`config.mk`:
```
export PLATFORM = sky130hd
export DESIGN_NAME = sline_host
export DESIGN_NICKNAME = d
export VERILOG_FILES = /design/src/rtl/sline_pkg.sv /design/src/rtl/sline_sync.sv /design/src/rtl/sline_engine.sv /design/src/rtl/sline_regs.sv /design/src/rtl/sline_host.sv
export SDC_FILE = /design/constraint.sdc
export NUM_CORES = 1
export LEC_CHECK = 0
export ABC_AREA = 1
export BUFFER_PORTS_ARGS = -buffer_cell sky130_fd_sc_hd__buf_2
export CAP_MARGIN = 20
export CORE_UTILIZATION = 58
export CTS_BUF_LIST = sky130_fd_sc_hd__clkbuf_8
export CTS_CLUSTER_DIAMETER = 100
export DETAILED_ROUTE_END_ITERATION = 10
export GPL_ROUTABILITY_DRIVEN = 1
export GPL_TIMING_DRIVEN = 0
export PLACE_DENSITY = 0.74
export RECOVER_POWER = 25
export SYNTH_ARGS = -nofsm -noshare
export SYNTH_HDL_FRONTEND = slang
export SYNTH_HIERARCHICAL = 1
export SYNTH_SLANG_ARGS = --single-unit
```
`constraint.sdc`:
```
create_clock -name clk -period 5 [get_ports clk]
set_clock_uncertainty 0.2 [all_clocks]
set_input_delay 0.75 -clock clk [delete_from_list [all_inputs] [get_ports clk]]
set_output_delay 0.75 -clock clk [all_outputs]
set_load 0.05 [all_outputs]
```
`src/rtl/sline_pkg.sv`:
```
package sline_pkg;
  localparam int REG_W = 8;

  localparam logic [2:0] IDX_REV    = 3'd0;
  localparam logic [2:0] IDX_TX     = 3'd1;
  localparam logic [2:0] IDX_RX     = 3'd2;
  localparam logic [2:0] IDX_CTL    = 3'd3;
  localparam logic [2:0] IDX_STAT   = 3'd4;
  localparam logic [2:0] IDX_CFG    = 3'd5;
  localparam logic [2:0] IDX_SYSST  = 3'd6;

  localparam int CTL_MODE = 0;
  localparam int CTL_DIR  = 1;
  localparam int CTL_BRK  = 2;
  localparam int CTL_GO   = 4;
  localparam int CTL_CLK  = 5;
  localparam int CTL_IE   = 6;

  localparam int ST_TMO = 0;
  localparam int ST_RXC = 1;
  localparam int ST_TXC = 2;

  localparam int CFG_IDLE = 0;
  localparam int CFG_SRST = 1;

  typedef enum logic [1:0] {OP_TX, OP_RX, OP_BRK} op_e;

  typedef enum logic [2:0] {
    S_IDLE, S_TXL, S_TXH, S_BRKL, S_BRKH, S_RXW, S_RXS
  } eng_st_e;
endpackage

```
`src/rtl/sline_sync.sv`:
```
module sline_sync #(
  parameter int STAGES = 2
) (
  input  logic clk,
  input  logic rst_n,
  input  logic d,
  output logic q
);
  logic [STAGES-1:0] sh;

  always_ff @(posedge clk or negedge rst_n) begin
    if (!rst_n) sh <= '1;
    else        sh <= {sh[STAGES-2:0], d};
  end

  assign q = sh[STAGES-1];
endmodule

```
`src/rtl/sline_engine.sv`:
```
module sline_engine
  import sline_pkg::*;
#(
  parameter int DATA_W    = 8,
  parameter int BIT_CYC   = 20,
  parameter int ONE_LOW   = 4,
  parameter int ZERO_LOW  = 12,
  parameter int BRK_LOW   = 40,
  parameter int BRK_REC   = 10,
  parameter int RX_TMO    = 64,
  parameter int RX_SAMPLE = 8
) (
  input  logic              clk,
  input  logic              rst_n,
  input  logic              clr,
  input  logic              start,
  input  op_e               op,
  input  logic [DATA_W-1:0] tx_byte,
  input  logic              line_lvl,
  output logic              busy,
  output logic              drive_low,
  output logic [2:0]        done,
  output logic [DATA_W-1:0] rx_word
);
  localparam int CW = $clog2(BIT_CYC + BRK_LOW + BRK_REC + RX_TMO + RX_SAMPLE + 1);
  localparam int BW = $clog2(DATA_W);
  localparam logic [BW-1:0] LAST     = BW'(DATA_W - 1);
  localparam logic [CW-1:0] BRKL_END = CW'(BRK_LOW - 1);
  localparam logic [CW-1:0] BRKH_END = CW'(BRK_REC - 1);
  localparam logic [CW-1:0] TMO_END  = CW'(RX_TMO - 1);
  localparam logic [CW-1:0] SMP_END  = CW'(RX_SAMPLE - 1);

  eng_st_e           st;
  logic [CW-1:0]     cnt;
  logic [BW-1:0]     bitn;
  logic [DATA_W-1:0] shreg;
  logic              prev;
  logic              fell;
  logic [CW-1:0]     lo_len, lo_end, hi_end;

  assign fell    = prev & ~line_lvl;
  assign lo_len  = shreg[0] ? CW'(ONE_LOW) : CW'(ZERO_LOW);
  assign lo_end  = lo_len - 1'b1;
  assign hi_end  = CW'(BIT_CYC) - lo_len - 1'b1;
  assign rx_word = {line_lvl, shreg[DATA_W-1:1]};
  assign busy    = (st != S_IDLE);

  always_comb begin
    done = '0;
    done[ST_TXC] = (st == S_TXH) && (cnt == hi_end) && (bitn == LAST);
    done[ST_RXC] = (st == S_RXS) && (cnt == SMP_END) && (bitn == LAST);
    done[ST_TMO] = ((st == S_BRKH) && (cnt == BRKH_END)) ||
                   ((st == S_RXW) && !fell && (cnt == TMO_END));
  end

  always_ff @(posedge clk or negedge rst_n) begin
    if (!rst_n) begin
      st        <= S_IDLE;
      cnt       <= '0;
      bitn      <= '0;
      shreg     <= '0;
      drive_low <= 1'b0;
      prev      <= 1'b1;
    end else begin
      prev <= line_lvl;
      if (clr) begin
        st        <= S_IDLE;
        cnt       <= '0;
        bitn      <= '0;
        drive_low <= 1'b0;
      end else begin
        case (st)
          S_IDLE: if (start) begin
            cnt  <= '0;
            bitn <= '0;
            case (op)
              OP_TX: begin
                st        <= S_TXL;
                drive_low <= 1'b1;
                shreg     <= tx_byte;
              end
              OP_BRK: begin
                st        <= S_BRKL;
                drive_low <= 1'b1;
              end
              default: begin
                st        <= S_RXW;
                drive_low <= 1'b0;
              end
            endcase
          end
          S_TXL: if (cnt == lo_end) begin
            st        <= S_TXH;
            drive_low <= 1'b0;
            cnt       <= '0;
          end else cnt <= cnt + 1'b1;
          S_TXH: if (cnt == hi_end) begin
            cnt <= '0;
            if (bitn == LAST) st <= S_IDLE;
            else begin
              bitn      <= bitn + 1'b1;
              shreg     <= shreg >> 1;
              st        <= S_TXL;
              drive_low <= 1'b1;
            end
          end else cnt <= cnt + 1'b1;
          S_BRKL: if (cnt == BRKL_END) begin
            st        <= S_BRKH;
            drive_low <= 1'b0;
            cnt       <= '0;
          end else cnt <= cnt + 1'b1;
          S_BRKH: if (cnt == BRKH_END) st <= S_IDLE;
                  else cnt <= cnt + 1'b1;
          S_RXW: if (fell) begin
            st  <= S_RXS;
            cnt <= '0;
          end else if (cnt == TMO_END) st <= S_IDLE;
          else cnt <= cnt + 1'b1;
          S_RXS: if (cnt == SMP_END) begin
            shreg <= rx_word;
            cnt   <= '0;
            if (bitn == LAST) st <= S_IDLE;
            else begin
              bitn <= bitn + 1'b1;
              st   <= S_RXW;
            end
          end else cnt <= cnt + 1'b1;
          default: st <= S_IDLE;
        endcase
      end
    end
  end
endmodule

```
`src/rtl/sline_regs.sv`:
```
module sline_regs
  import sline_pkg::*;
#(
  parameter int REV_MAJOR = 2,
  parameter int REV_MINOR = 1,
  parameter int RST_CYC   = 4
) (
  input  logic             clk,
  input  logic             rst_n,
  input  logic [2:0]       reg_idx,
  input  logic             reg_wr,
  input  logic             reg_rd,
  input  logic [REG_W-1:0] reg_wdata,
  output logic [REG_W-1:0] reg_rdata,
  input  logic [2:0]       eng_done,
  input  logic [REG_W-1:0] eng_rx,
  output logic             eng_start,
  output op_e              eng_op,
  output logic [REG_W-1:0] tx_byte,
  output logic             eng_clr,
  output logic             irq,
  output logic             ctl_go,
  output logic             ctl_ie,
  output logic [2:0]       stat_flags,
  output logic             srst_act
);
  localparam int CNT_W = $clog2(RST_CYC + 1);
  localparam logic [REG_W-1:0] REV_VAL = {4'(REV_MAJOR), 4'(REV_MINOR)};

  logic [CNT_W-1:0] srst_cnt;
  logic [REG_W-1:0] rx_q;
  logic ctl_mode, ctl_dir, ctl_brk, ctl_clk, idle_en;
  logic wr_tx, wr_ctl, wr_cfg, rd_stat, srst_req, accept_ctl, fin_any;

  assign srst_act   = (srst_cnt != '0);
  assign wr_tx      = reg_wr && (reg_idx == IDX_TX)  && !srst_act;
  assign wr_ctl     = reg_wr && (reg_idx == IDX_CTL) && !srst_act;
  assign wr_cfg     = reg_wr && (reg_idx == IDX_CFG) && !srst_act;
  assign rd_stat    = reg_rd && (reg_idx == IDX_STAT);
  assign srst_req   = wr_cfg && reg_wdata[CFG_SRST];
  assign eng_clr    = srst_req || srst_act;
  assign accept_ctl = wr_ctl && !ctl_go;
  assign eng_start  = accept_ctl && reg_wdata[CTL_GO];
  assign eng_op     = reg_wdata[CTL_BRK] ? OP_BRK : (reg_wdata[CTL_DIR] ? OP_RX : OP_TX);
  assign fin_any    = |eng_done;
  assign irq        = ctl_ie && (|stat_flags);

  always_ff @(posedge clk or negedge rst_n) begin
    if (!rst_n) begin
      srst_cnt   <= '0;
      tx_byte    <= '0;
      rx_q       <= '0;
      stat_flags <= '0;
      idle_en    <= 1'b0;
      {ctl_mode, ctl_dir, ctl_brk, ctl_go, ctl_clk, ctl_ie} <= '0;
    end else if (eng_clr) begin
      srst_cnt   <= srst_req ? CNT_W'(RST_CYC) : srst_cnt - 1'b1;
      tx_byte    <= '0;
      rx_q       <= '0;
      stat_flags <= '0;
      idle_en    <= 1'b0;
      {ctl_mode, ctl_dir, ctl_brk, ctl_go, ctl_clk, ctl_ie} <= '0;
    end else begin
      if (wr_tx && !ctl_go) tx_byte <= reg_wdata;
      if (accept_ctl) begin
        ctl_mode <= reg_wdata[CTL_MODE];
        ctl_dir  <= reg_wdata[CTL_DIR];
        ctl_brk  <= reg_wdata[CTL_BRK];
        ctl_go   <= reg_wdata[CTL_GO];
        ctl_clk  <= reg_wdata[CTL_CLK];
        ctl_ie   <= reg_wdata[CTL_IE];
      end else if (fin_any && ctl_ie) begin
        ctl_go  <= 1'b0;
        ctl_brk <= 1'b0;
      end
      if (wr_cfg) idle_en <= reg_wdata[CFG_IDLE];
      if (eng_done[ST_RXC]) rx_q <= eng_rx;
      stat_flags <= ((rd_stat && ctl_ie) ? 3'b000 : stat_flags) |
                    (ctl_ie ? eng_done : 3'b000);
    end
  end

  always_ff @(posedge clk or negedge rst_n) begin
    if (!rst_n) reg_rdata <= '0;
    else if (reg_rd) begin
      case (reg_idx)
        IDX_REV:   reg_rdata <= REV_VAL;
        IDX_TX:    reg_rdata <= tx_byte;
        IDX_RX:    reg_rdata <= rx_q;
        IDX_CTL:   reg_rdata <= {1'b0, ctl_ie, ctl_clk, ctl_go, 1'b0, ctl_brk, ctl_dir, ctl_mode};
        IDX_STAT:  reg_rdata <= {5'b0, stat_flags};
        IDX_CFG:   reg_rdata <= {7'b0, idle_en};
        IDX_SYSST: reg_rdata <= {7'b0, !srst_act};
        default:   reg_rdata <= '0;
      endcase
    end
  end
endmodule

```
`src/rtl/sline_host.sv`:
```
module sline_host
  import sline_pkg::*;
#(
  parameter int REV_MAJOR   = 2,
  parameter int REV_MINOR   = 1,
  parameter int BIT_CYC     = 20,
  parameter int ONE_LOW     = 4,
  parameter int ZERO_LOW    = 12,
  parameter int BRK_LOW     = 40,
  parameter int BRK_REC     = 10,
  parameter int RX_TMO      = 64,
  parameter int RX_SAMPLE   = 8,
  parameter int RST_CYC     = 4,
  parameter int SYNC_STAGES = 2
) (
  input  logic       clk,
  input  logic       rst_n,
  input  logic [2:0] reg_idx,
  input  logic       reg_wr,
  input  logic       reg_rd,
  input  logic [7:0] reg_wdata,
  output logic [7:0] reg_rdata,
  output logic       irq,
  output logic       line_drive_low,
  input  logic       line_sense
);
  logic             line_lvl, eng_start, eng_clr, eng_busy;
  logic             ctl_go, ctl_ie, srst_act;
  logic [2:0]       eng_done, stat_flags;
  logic [REG_W-1:0] eng_rx, tx_byte;
  op_e              eng_op;

  sline_sync #(.STAGES(SYNC_STAGES)) u_sync (
    .clk(clk), .rst_n(rst_n), .d(line_sense), .q(line_lvl)
  );

  sline_regs #(.REV_MAJOR(REV_MAJOR), .REV_MINOR(REV_MINOR), .RST_CYC(RST_CYC)) u_regs (
    .clk(clk), .rst_n(rst_n), .reg_idx(reg_idx), .reg_wr(reg_wr), .reg_rd(reg_rd),
    .reg_wdata(reg_wdata), .reg_rdata(reg_rdata), .eng_done(eng_done), .eng_rx(eng_rx),
    .eng_start(eng_start), .eng_op(eng_op), .tx_byte(tx_byte), .eng_clr(eng_clr),
    .irq(irq), .ctl_go(ctl_go), .ctl_ie(ctl_ie), .stat_flags(stat_flags),
    .srst_act(srst_act)
  );

  sline_engine #(
    .DATA_W(REG_W), .BIT_CYC(BIT_CYC), .ONE_LOW(ONE_LOW), .ZERO_LOW(ZERO_LOW),
    .BRK_LOW(BRK_LOW), .BRK_REC(BRK_REC), .RX_TMO(RX_TMO), .RX_SAMPLE(RX_SAMPLE)
  ) u_eng (
    .clk(clk), .rst_n(rst_n), .clr(eng_clr), .start(eng_start), .op(eng_op),
    .tx_byte(tx_byte), .line_lvl(line_lvl), .busy(eng_busy),
    .drive_low(line_drive_low), .done(eng_done), .rx_word(eng_rx)
  );
endmodule

```
## Yosys cells after proc, flatten, opt, wreduce, memory -nomap -nowiden

Index checks and enable logic that the tools add are counted.

- Word-level logic and storage cells: 181
- Input bits: 16
- Output and inout port bits: 10
- Bits in registers: 63

- Reduce and logical (&&, ||, !) cells: 47
- Multiplexer cells: 70
- Add/sub/neg operators: 6
- Equality and inequality tests: 35
- Bitwise logic cells: 4

Operators with widths:

| operator | number |
|---|---|
| $mux W8 | 18 |
| $pmux W8 S7 | 2 |
| $mux W3 | 19 |
| $mux W1 | 24 |
| $pmux W8 S3 | 1 |
| $eq A3 B3 Y1 const B | 7 |
| $logic_and A1 B1 Y1 | 21 |
| $pmux W3 S7 | 1 |
| $ne A3 B3 Y1 const B | 6 |
| $eq A8 B6 Y1 const B | 2 |
| $eq A8 B8 Y1 | 2 |
| $sub A8 B1 Y8 const B | 2 |
| $reduce_and A7 Y1 | 2 |
| $eq A3 B2 Y1 const B | 4 |
| $ne A2 B2 Y1 const B | 5 |
| $pmux W3 S3 | 1 |
| $reduce_bool A3 Y1 | 3 |
| $add A8 B1 Y8 const B | 1 |
| $eq A8 B3 Y1 const B | 1 |
| $eq A8 B4 Y1 const B | 1 |
| $ne A4 B3 Y1 const B | 2 |
| $reduce_and A4 Y1 | 2 |
| $reduce_bool A2 Y1 | 4 |
| $reduce_bool A8 Y1 | 1 |
| 22 further kinds | 30 |

## Logic depth before layout (Yosys ltp)

Gate-level depths: netlist of run 1.

- Depth after elaboration: 11
- Gate-level depth with buffers: 14
- Gate-level depth less buffers: 14

## Modules after synthesis

Netlist of run 1, hierarchy kept.

Modules (own cells, without submodules):

| module | sequential area each (sq um) | area an instance (sq um) | times used | cells each |
|---|---|---|---|---|
| sline_engine | 601.8 | 2005.7 | 1 | 298 |
| sline_regs | 925.9 | 1839.3 | 1 | 225 |
| sline_sync | 52.6 | 52.6 | 1 | 2 |

## Worst setup path after synthesis of run 1

No wires, ideal clock.

- Kind: input -> register
- From: input port reg_idx[1]
- To: register u_eng.st[0]
- Path slack: 2314 ps
- Data required time: 4683 ps
- Cell stages on the path: 13
- Arrival time: 2369 ps
- Buffers on the path: 3
- Library setup time: 117 ps
- Path through: inv_1 > nand4_4 > o21bai_4 > buf_4 > buf_4 > inv_1 > buf_2 > nand3_1 > nand2_1 > nor2_1 > nand2_1 > nand2_1 > nand2_1

- Cells in the longest elaborated chain, start to end: 7
- Elaborated cells on any way between the ends: 19
- Classes of those cells: 9 x eq/ne; 1 x mux; 9 x reduce/logical

Ends and longest elaborated chain:

| item | line | RTL |
|---|---|---|
| start: declaration | sline_host.sv:18 | `input logic [2:0] reg_idx,` |
| $eq A3 B3 Y1 * | sline_regs.sv:38 | `assign wr_cfg = reg_wr && (reg_idx == IDX_CFG) && !srst_act;` |
| $logic_and A1 B1 Y1 * (2 in series) | sline_regs.sv:38 |  |
| $logic_and A1 B1 Y1 * | sline_regs.sv:40 | `assign srst_req = wr_cfg && reg_wdata[CFG_SRST];` |
| $logic_or A1 B1 Y1 * | sline_regs.sv:41 | `assign eng_clr = srst_req \|\| srst_act;` |
| named net eng_clr | sline_host.sv:27 | `logic line_lvl, eng_start, eng_clr, eng_busy;` |
| $ne A4 B3 Y1 (no line), or another cell as far along | -- |  |
| $reduce_and A7 Y1 (no line) | -- |  |
| end signal: assignment | sline_engine.sv:122 | `if (bitn == LAST) st <= S_IDLE;` |
| end signal: assignment | sline_engine.sv:125 | `st <= S_RXW;` |
| end signal: assignment | sline_engine.sv:128 | `default: st <= S_IDLE;` |
| end: declaration | sline_engine.sv:33 | `eng_st_e st;` |

Mark *: on every way through the listed nets, which the timed path passes. The rest lies on a longest branch.
A chain may end at the register's enable or synchronous reset.

## Worst setup path after layout of run 1

Ends and elaborated chain as after synthesis.

==> impl_metrics.tcl, run 1 <==
set metrics [dict create \
    path_max_fanout 10 \
    fin_crit_sh_pct 57.1 \
    drc 6 \
    synthFlopType "dfrtp_1" \
    synth_top_area_cell "dfrtp_1" \
    antenna_found_initial 0 \
    synth_top_family_by_area "simple AND/OR/NAND/NOR gates" \
    diodes 0 \
    synth_most_common_cell "nand2_1" \
    async_reset_ff_share_pct 100 \
    synth-simple-area-share_pct 36.5 \
    cts-root-buf "clkbuf_8" \
    cts_sinks 63 \
    p_per_area_mw_per_mm2 395 \
    rsz0062_at_grt "no" \
    synth_nets 547 \
    drtAntennaViolNets 0 \
    clk_latency_ns 0.34 \
    setup_violations 0 \
    synthTopCellsByCount "nand2_1, dfrtp_1, inv_1" \
    cts_setup_buffers 0 \
    ios 26 \
    yosysWarnings 6 \
    arrival_ns 2.89 \
    htree_levels 3 \
    track_usage_pct 28.8 \
    slew_violations 32 \
    total_power_w 0.00171 \
    synth_cell_type_count 43 \
    avgSynthCellArea_um2 7.42 \
    fin_nets 582 \
    synth_xor_area_share_pct 0.449 \
    synth_cells 525 \
    ys_seq_area_share_pct 40.5 \
    clk_pin_slew_ns 0.07 \
    routed_via_density 5.47 \
    fin_tns_setup_ns 0 \
    final_hold_viol_count 0 \
    numCtsBuffers 9 \
    ctsResizeCount 0 \
    synth_compound_area_share_pct 11.4 \
    drt-initial-drc-count 263 \
    path_class "primary input to flip-flop" \
    synth.area.top_cells "dfrtp_1, nand2_1, inv_1, nor2_1, nand3_1" \
    grt_pass1_wl_um 15900 \
    io_buffers 23 \
    violations "design-rule violations, max-capacitance violations, max-slew violations" \
    synth_top_area_share_pct 38.5 \
    worstPathRequired_ns 5.03 \
    grt_max_degree 33 \
    start_kind "primary input" \
    routed_wl_um 9340 \
    relSlewSlack_pct -19.3 \
    period_minus_slack_ns 2.86 \
    rows 29 \
    power_leakage_nw 2.16 \
    start_util_pct 60.7 \
    tightestPinTransition_ns 1.79 \
    core_area_mm2 0.00642 \
    num_vias 3509 \
    first_pass_iters 7 \
    grt_pass1_vias 3285 \
    cts_tree "yes" \
    area_growth_pct 11.2 \
    detail_route.wl_per_cell_um 14.5 \
    dp_hpwl_um 6980 \
    grt-ovfl-total 0 \
    gp_congestion 0.890 \
    vdd_drop_max_mv 0.292 \
    layout-drive-gt1-share_pct 20.2 \
    outcome "complete, but fails checks" \
    endpoint_kind "flip-flop" \
    synth_edf_count 0 \
    clockBufferDepth 2 \
    yosys.area_share.adder_pct 1.93 \
    maxCapViolations 1 \
    synthMuxAreaShare_pct 0 \
    fmax_mhz 350 \
    fillCellCount 575 \
    yosys_register_bits 63 \
    hp-class "flip-flop to flip-flop" \
    synth_area_mm2 0.00390 \
    fp.dieH_um 84.0 \
    die_area_mm2 0.00705 \
    cts_hold_buf 0 \
    die_x_um 84.0 \
]
state kept, by name (all words and copies together), names as in the netlist, 2 cells and up:
register and cells:
u_eng/st 3, u_regs/reg_rdata 8, u_regs/rx_q 8, u_eng/shreg 8, u_regs/stat_flags 3, u_eng/cnt 8
u_regs/tx_byte 8, u_regs/srst_cnt 3, u_eng/bitn 3, u_sync/sh 2
layer usage:
layer | global-route usage, % | up-vias | part of all wire, %
met1 | 43.1 | 1662 | 49
met3 | 5.44 | 9 | 5.3
met5 | 0 | - | 0
li1 | - | 1738 | -
met2 | 42.4 | 100 | 45
met4 | 7.99 | 0 | 0.92
worst max-delay path, cell delays in order:
cell and delay, ns:
buf_2 0.11, inv_1 0.16, nand4_4 0.15, o21bai_4 0.24, buf_4 0.24, buf_4 0.20
inv_1 0.14, buf_2 0.22, nand3_1 0.15, nand2_1 0.07, nor2_1 0.19, nand2_1 0.12
nand2_1 0.08, nand2_1 0.05
path summary, 6_finish.rpt:
path	start	endpoint	slack (ns)	cells past startpoint
worst max-delay path	reg_idx[1]	u_eng/st[0]	2.14	14
worst min-delay path	u_sync/sh[0]	u_sync/sh[1]	0.17	0
worst max register to register	u_regs/srst_cnt[0]	u_eng/st[0]	2.24	14
worst min register to register	u_sync/sh[0]	u_sync/sh[1]	0.17	0
max in group asynchronous	rst_n	u_eng/shreg[7]	2.88	1
min in group asynchronous	rst_n	u_regs/reg_rdata[5]	0.68	1
cells by family after synthesis:
kind of cell / count (synthesis)
flops: 63
buf+inv: 76
fa+ha+maj: 6
xor+xnor: 2
compound gates: 70
simple gates: 308
layout by cell type (no fill, tap or decap), types with 4 or more instances in the layout:
master / count
nor2_4: 5
ha_1: 6
inv_1: 50
nor2_2: 10
buf_2: 25
buf_6: 4
nand3_1: 29
buf_4: 5
a21oi_1: 19
o21ai_0: 14
o21ai_2: 11
nand2_1: 180
nand4_1: 11
clkbuf_8: 10
inv_2: 9
o211ai_1: 4
dfrtp_1: 60
nand2_2: 12
o21ai_1: 9
nor2_1: 47
metrics by stage:
step / setup slack [ns] / instance area, µm² / cells / util (%) / hold slack [ns]
final: 2.14 / 4330 / 642 / 67.5 / 0.168
after global routing: 1.97 / 4330 / 642 / 67.5 / 0.178
after CTS: 2.17 / 4330 / 642 / 67.5 / 0.165
after detailed placement: 1.80 / 4130 / 626 / 64.3 / 0.154
after global placement: 1.85 / 4110 / 625 / 64.0 / 0.152
after floorplan: 2.31 / 3900 / 525 / - / 0.145
cell type report:
| type | count | area (µm²) | share of cell area, % |
|---|---|---|---|
| clock buffers | 10 | 138 | 3.18 |
| well taps | 77 | 96.3 | 2.22 |
| inverters | 61 | 231 | 5.34 |
| flip-flops and latches | 63 | 1580 | 36.5 |
| clock inverters | 6 | 67.6 | 1.56 |
| multi-input cells | 386 | 1960 | 45.2 |
| plain buffers | 15 | 125 | 2.89 |
| repair buffers | 24 | 134 | 3.09 |
power breakdown:
group          internal [W]  switching, W  total (W)
combinational      0.000201      0.000424   0.000625
sequential         0.000577     0.0000486   0.000625
clock              0.000245      0.000215   0.000460
total               0.00102      0.000687    0.00171
Power figures use the tool's default switching activity.
==> inputs of run 2 (changes only) <==
--- a/config.mk
+++ b/config.mk
@@ -5,16 +5,16 @@
 export SDC_FILE = /design/constraint.sdc
 export NUM_CORES = 1
 export LEC_CHECK = 0
-export ABC_AREA = 1
+export ABC_AREA = 0
 export BUFFER_PORTS_ARGS = -buffer_cell sky130_fd_sc_hd__buf_2
 export CAP_MARGIN = 20
-export CORE_UTILIZATION = 58
+export CORE_UTILIZATION = 57
 export CTS_BUF_LIST = sky130_fd_sc_hd__clkbuf_8
 export CTS_CLUSTER_DIAMETER = 100
 export DETAILED_ROUTE_END_ITERATION = 10
 export GPL_ROUTABILITY_DRIVEN = 1
 export GPL_TIMING_DRIVEN = 0
-export PLACE_DENSITY = 0.74
+export PLACE_DENSITY = 0.76
 export RECOVER_POWER = 25
 export SYNTH_ARGS = -nofsm -noshare
 export SYNTH_HDL_FRONTEND = slang
==> constraint.sdc (replaced) <==
create_clock -name clk -period 2.6 [get_ports clk]
set_clock_uncertainty 0.2 [all_clocks]
set_input_delay 0.39 -clock clk [delete_from_list [all_inputs] [get_ports clk]]
set_output_delay 0.39 -clock clk [all_outputs]
set_load 0.05 [all_outputs]
==> run 2 against run 1 <==
The run ends with max-capacitance violations, max-slew violations left. Synthesized cell count fell by 27%. Clock power rose by 94%. Sequential power rose by 71%. Worst hold slack got worse by 0.061 ns. Non-clock buffer count rose by 16. Area after synthesis fell by 6.2%. Critical path type is now flip-flop to flip-flop.
==> impl_metrics.tcl, run 2 <==
set metrics [dict create \
    r2r_start "u_regs/ctl_go" \
    violations "max-capacitance violations, max-slew violations" \
    synth.area.top_cells "dfrtp_1, a21oi_1, nand2_1, nor2_1, mux2i_1" \
    layout-drive-gt1-share_pct 22.4 \
    outcome "complete, but fails checks" \
    hp-class "primary input to flip-flop" \
    start_kind "flip-flop" \
    period_minus_slack_ns 2.47 \
    cts_sinks 63 \
    grt_max_degree 36 \
    worstPathRequired_ns 2.66 \
    clockBufferDepth 2 \
    synth_top_area_share_pct 41.1 \
    path_max_fanout 6 \
    p_per_area_mw_per_mm2 577 \
    synth_nets 404 \
    avgSynthCellArea_um2 9.57 \
    synthFlopType "dfrtp_1" \
    met3_usage_pct 4.62 \
    slew_violations 29 \
    die_area_mm2 0.00674 \
    p_sw_share_pct 28.8 \
    drtAntennaViolNets 0 \
    htree_levels 3 \
    ys_seq_area_share_pct 43.2 \
    grt_pass1_wl_um 14400 \
    fp.dieH_um 82.1 \
    cts-root-buf "clkbuf_8" \
    final_common_cell "dfrtp_1" \
    diodes 0 \
    endpoint_kind "flip-flop" \
    tightestPinTransition_ns 1.63 \
    rows 28 \
    final_hold_viol_count 0 \
    power_leakage_nw 1.80 \
    async_reset_ff_share_pct 100 \
    numCtsBuffers 9 \
    fin_crit_sh_pct 95.1 \
    synth_top_area_cell "dfrtp_1" \
    area_growth_pct 15.4 \
    detail_route.wl_per_cell_um 17.5 \
    start_util_pct 60.3 \
    power.switching_w 0.000702 \
    ios 26 \
    clk_latency_ns 0.35 \
    routed_wl_um 8810 \
    setup.worst_path.start "u_regs/ctl_go" \
    die_x_um 82.1 \
    yosys_register_bits 63 \
    routed_via_density 6.14 \
    grt_busiest_layer "met2" \
    pwr-share-seq_pct 44.1 \
    clkPwrFrac_pct 36.6 \
    hp-start "reg_wdata[5]" \
    power.internal_w 0.00173 \
    grt_pass1_vias 2852 \
    arrival_ns 2.54 \
    fin_nets 445 \
    antenna_found_initial 0 \
    dp_hpwl_um 6280 \
    synth_most_common_cell "dfrtp_1" \
    met2_usage_pct 43.3 \
    hold_ws_ns 0.107 \
    p_comb_share_pct 19.3 \
    synthTopCellsByCount "dfrtp_1, nand2_1, nor2_1" \
    synth_area_mm2 0.00366 \
    setup_violations 0 \
    core_area_mm2 0.00606 \
    grt-ovfl-total 0 \
    num_vias 3087 \
    clk_pin_slew_ns 0.06 \
    drt-initial-drc-count 211 \
    track_usage_pct 29.1 \
    io_buffers 23 \
    place_inst 481 \
    cts_tree "yes" \
    layout_common_cells "dfrtp_1, nand2_1, nor2_1" \
    gr-usage-met1_pct 42.8 \
    placed_cell_area_mm2 0.00389 \
    relSlewSlack_pct -8.48 \
    yosysWarnings 6 \
    drc 0 \
    synth_edf_count 0 \
    fmax_mhz 404 \
    instances_no_fill 503 \
    synth_cell_type_count 72 \
    synth_cells 382 \
    path_class "flip-flop to flip-flop" \
    gp_congestion 0.910 \
    final_area_mm2 0.00422 \
    fin_tns_setup_ns 0 \
    total_power_w 0.00243 \
    vdd_drop_max_mv 0.573 \
    maxCapViolations 1 \
    r2r_slack_ns 0.13 \
    first_pass_iters 5 \
]
run 2: cell types whose count changed after synthesis, sizes merged, moves of 7 or more:
cell / previous run / this run
o21ai: 34 / 18
mux2i: 0 / 13
a31oi: 1 / 10
nand2: 194 / 36
nor2: 63 / 36
inv: 60 / 14
nand4: 12 / 1
nand2b: 0 / 9
buf: 13 / 20
nor2b: 0 / 12
nand3: 32 / 19
a21oi: 21 / 29
run 2: power groups by stage:
stage / sequential [W] / clock, W / combinational (W)
after detailed placement: 0.00109 / 0 / 0.000421
after floorplan: 0.00109 / 0 / 0.000292
after global routing: 0.00108 / 0.000942 / 0.000517
after global placement: 0.00109 / 0 / 0.000408
after CTS: 0.00107 / 0.000902 / 0.000431
final: 0.00107 / 0.000892 / 0.000470
run 2: area by class of cell:
type	instances	area [µm²]
buffer	24	164
clock buffer	12	165
clock inverter	4	43.8
fill	482	1840
inverter	14	55.1
multi-input combinational	280	1930
sequential	63	1580
tap	75	93.8
timing repair buffer	31	191
run 2: path summary, 6_finish.rpt:
check                           depth (start not counted)                   to
worst min register to register                          0         u_sync/sh[1]
worst max register to register                          9       u_eng/shreg[4]
min in group asynchronous                               2  u_regs/reg_rdata[1]
worst max-delay path                                    9       u_eng/shreg[4]
worst min-delay path                                    3    u_regs/tx_byte[5]
max in group asynchronous                               3         u_sync/sh[0]
run 2: per-stage QoR:
| stage | worst slack (ns) | utilization [%] |
|---|---|---|
| 2_1_floorplan | 0.219 | - |
| 3_3_place_gp | -0.251 | 63.8 |
| 3_5_place_dp | -0.313 | 64.1 |
| 4_1_cts | 0.00191 | 68.2 |
| 5_1_grt | -0.0241 | 69.6 |
| 6_report | 0.127 | 69.6 |
run 2: repair_timing:
action / CTS / global route
resized for setup: 6 / 15
endpoints found under the hold margin: 29 / 0
hold buffers: 2 / 0
endpoints found under the setup margin: 22 / 24
pin swaps: 1 / 3
buffers inserted: 1 / 4
gates cloned: 0 / 0
run 2: logic make-up (layout without fill, tap and decap cells):
kind of cell               after synthesis  after routing  synth area share [%]
DFF                                     63             63                  43.2
AOI/OAI and AO/OA                      104            104                  20.2
buffers and inverters                   39             85                  5.71
and+or+nand+nor                        149            149                  22.8
xor gates and xnor gates                 2              2                 0.684
muxes                                   19             19                  5.41
adders and majority gates                6              6                  2.05
run 2: per-layer routing:
layer / vias up / wire [µm]
met5: - / 0
met4: 0 / 109
met3: 17 / 474
met2: 103 / 3980
met1: 1508 / 4240
li1: 1459 / -
run 2: worst max-delay path, stage by stage, from the launching register on:
cell and delay, ns:
dfrtp_1 0.47, nor3b_4 0.29, nand3_2 0.15, nor2_4 0.16, nor4b_4 0.22, o22ai_2 0.12
nor4b_4 0.39, buf_4 0.21, nor2_1 0.04, a31oi_1 0.13
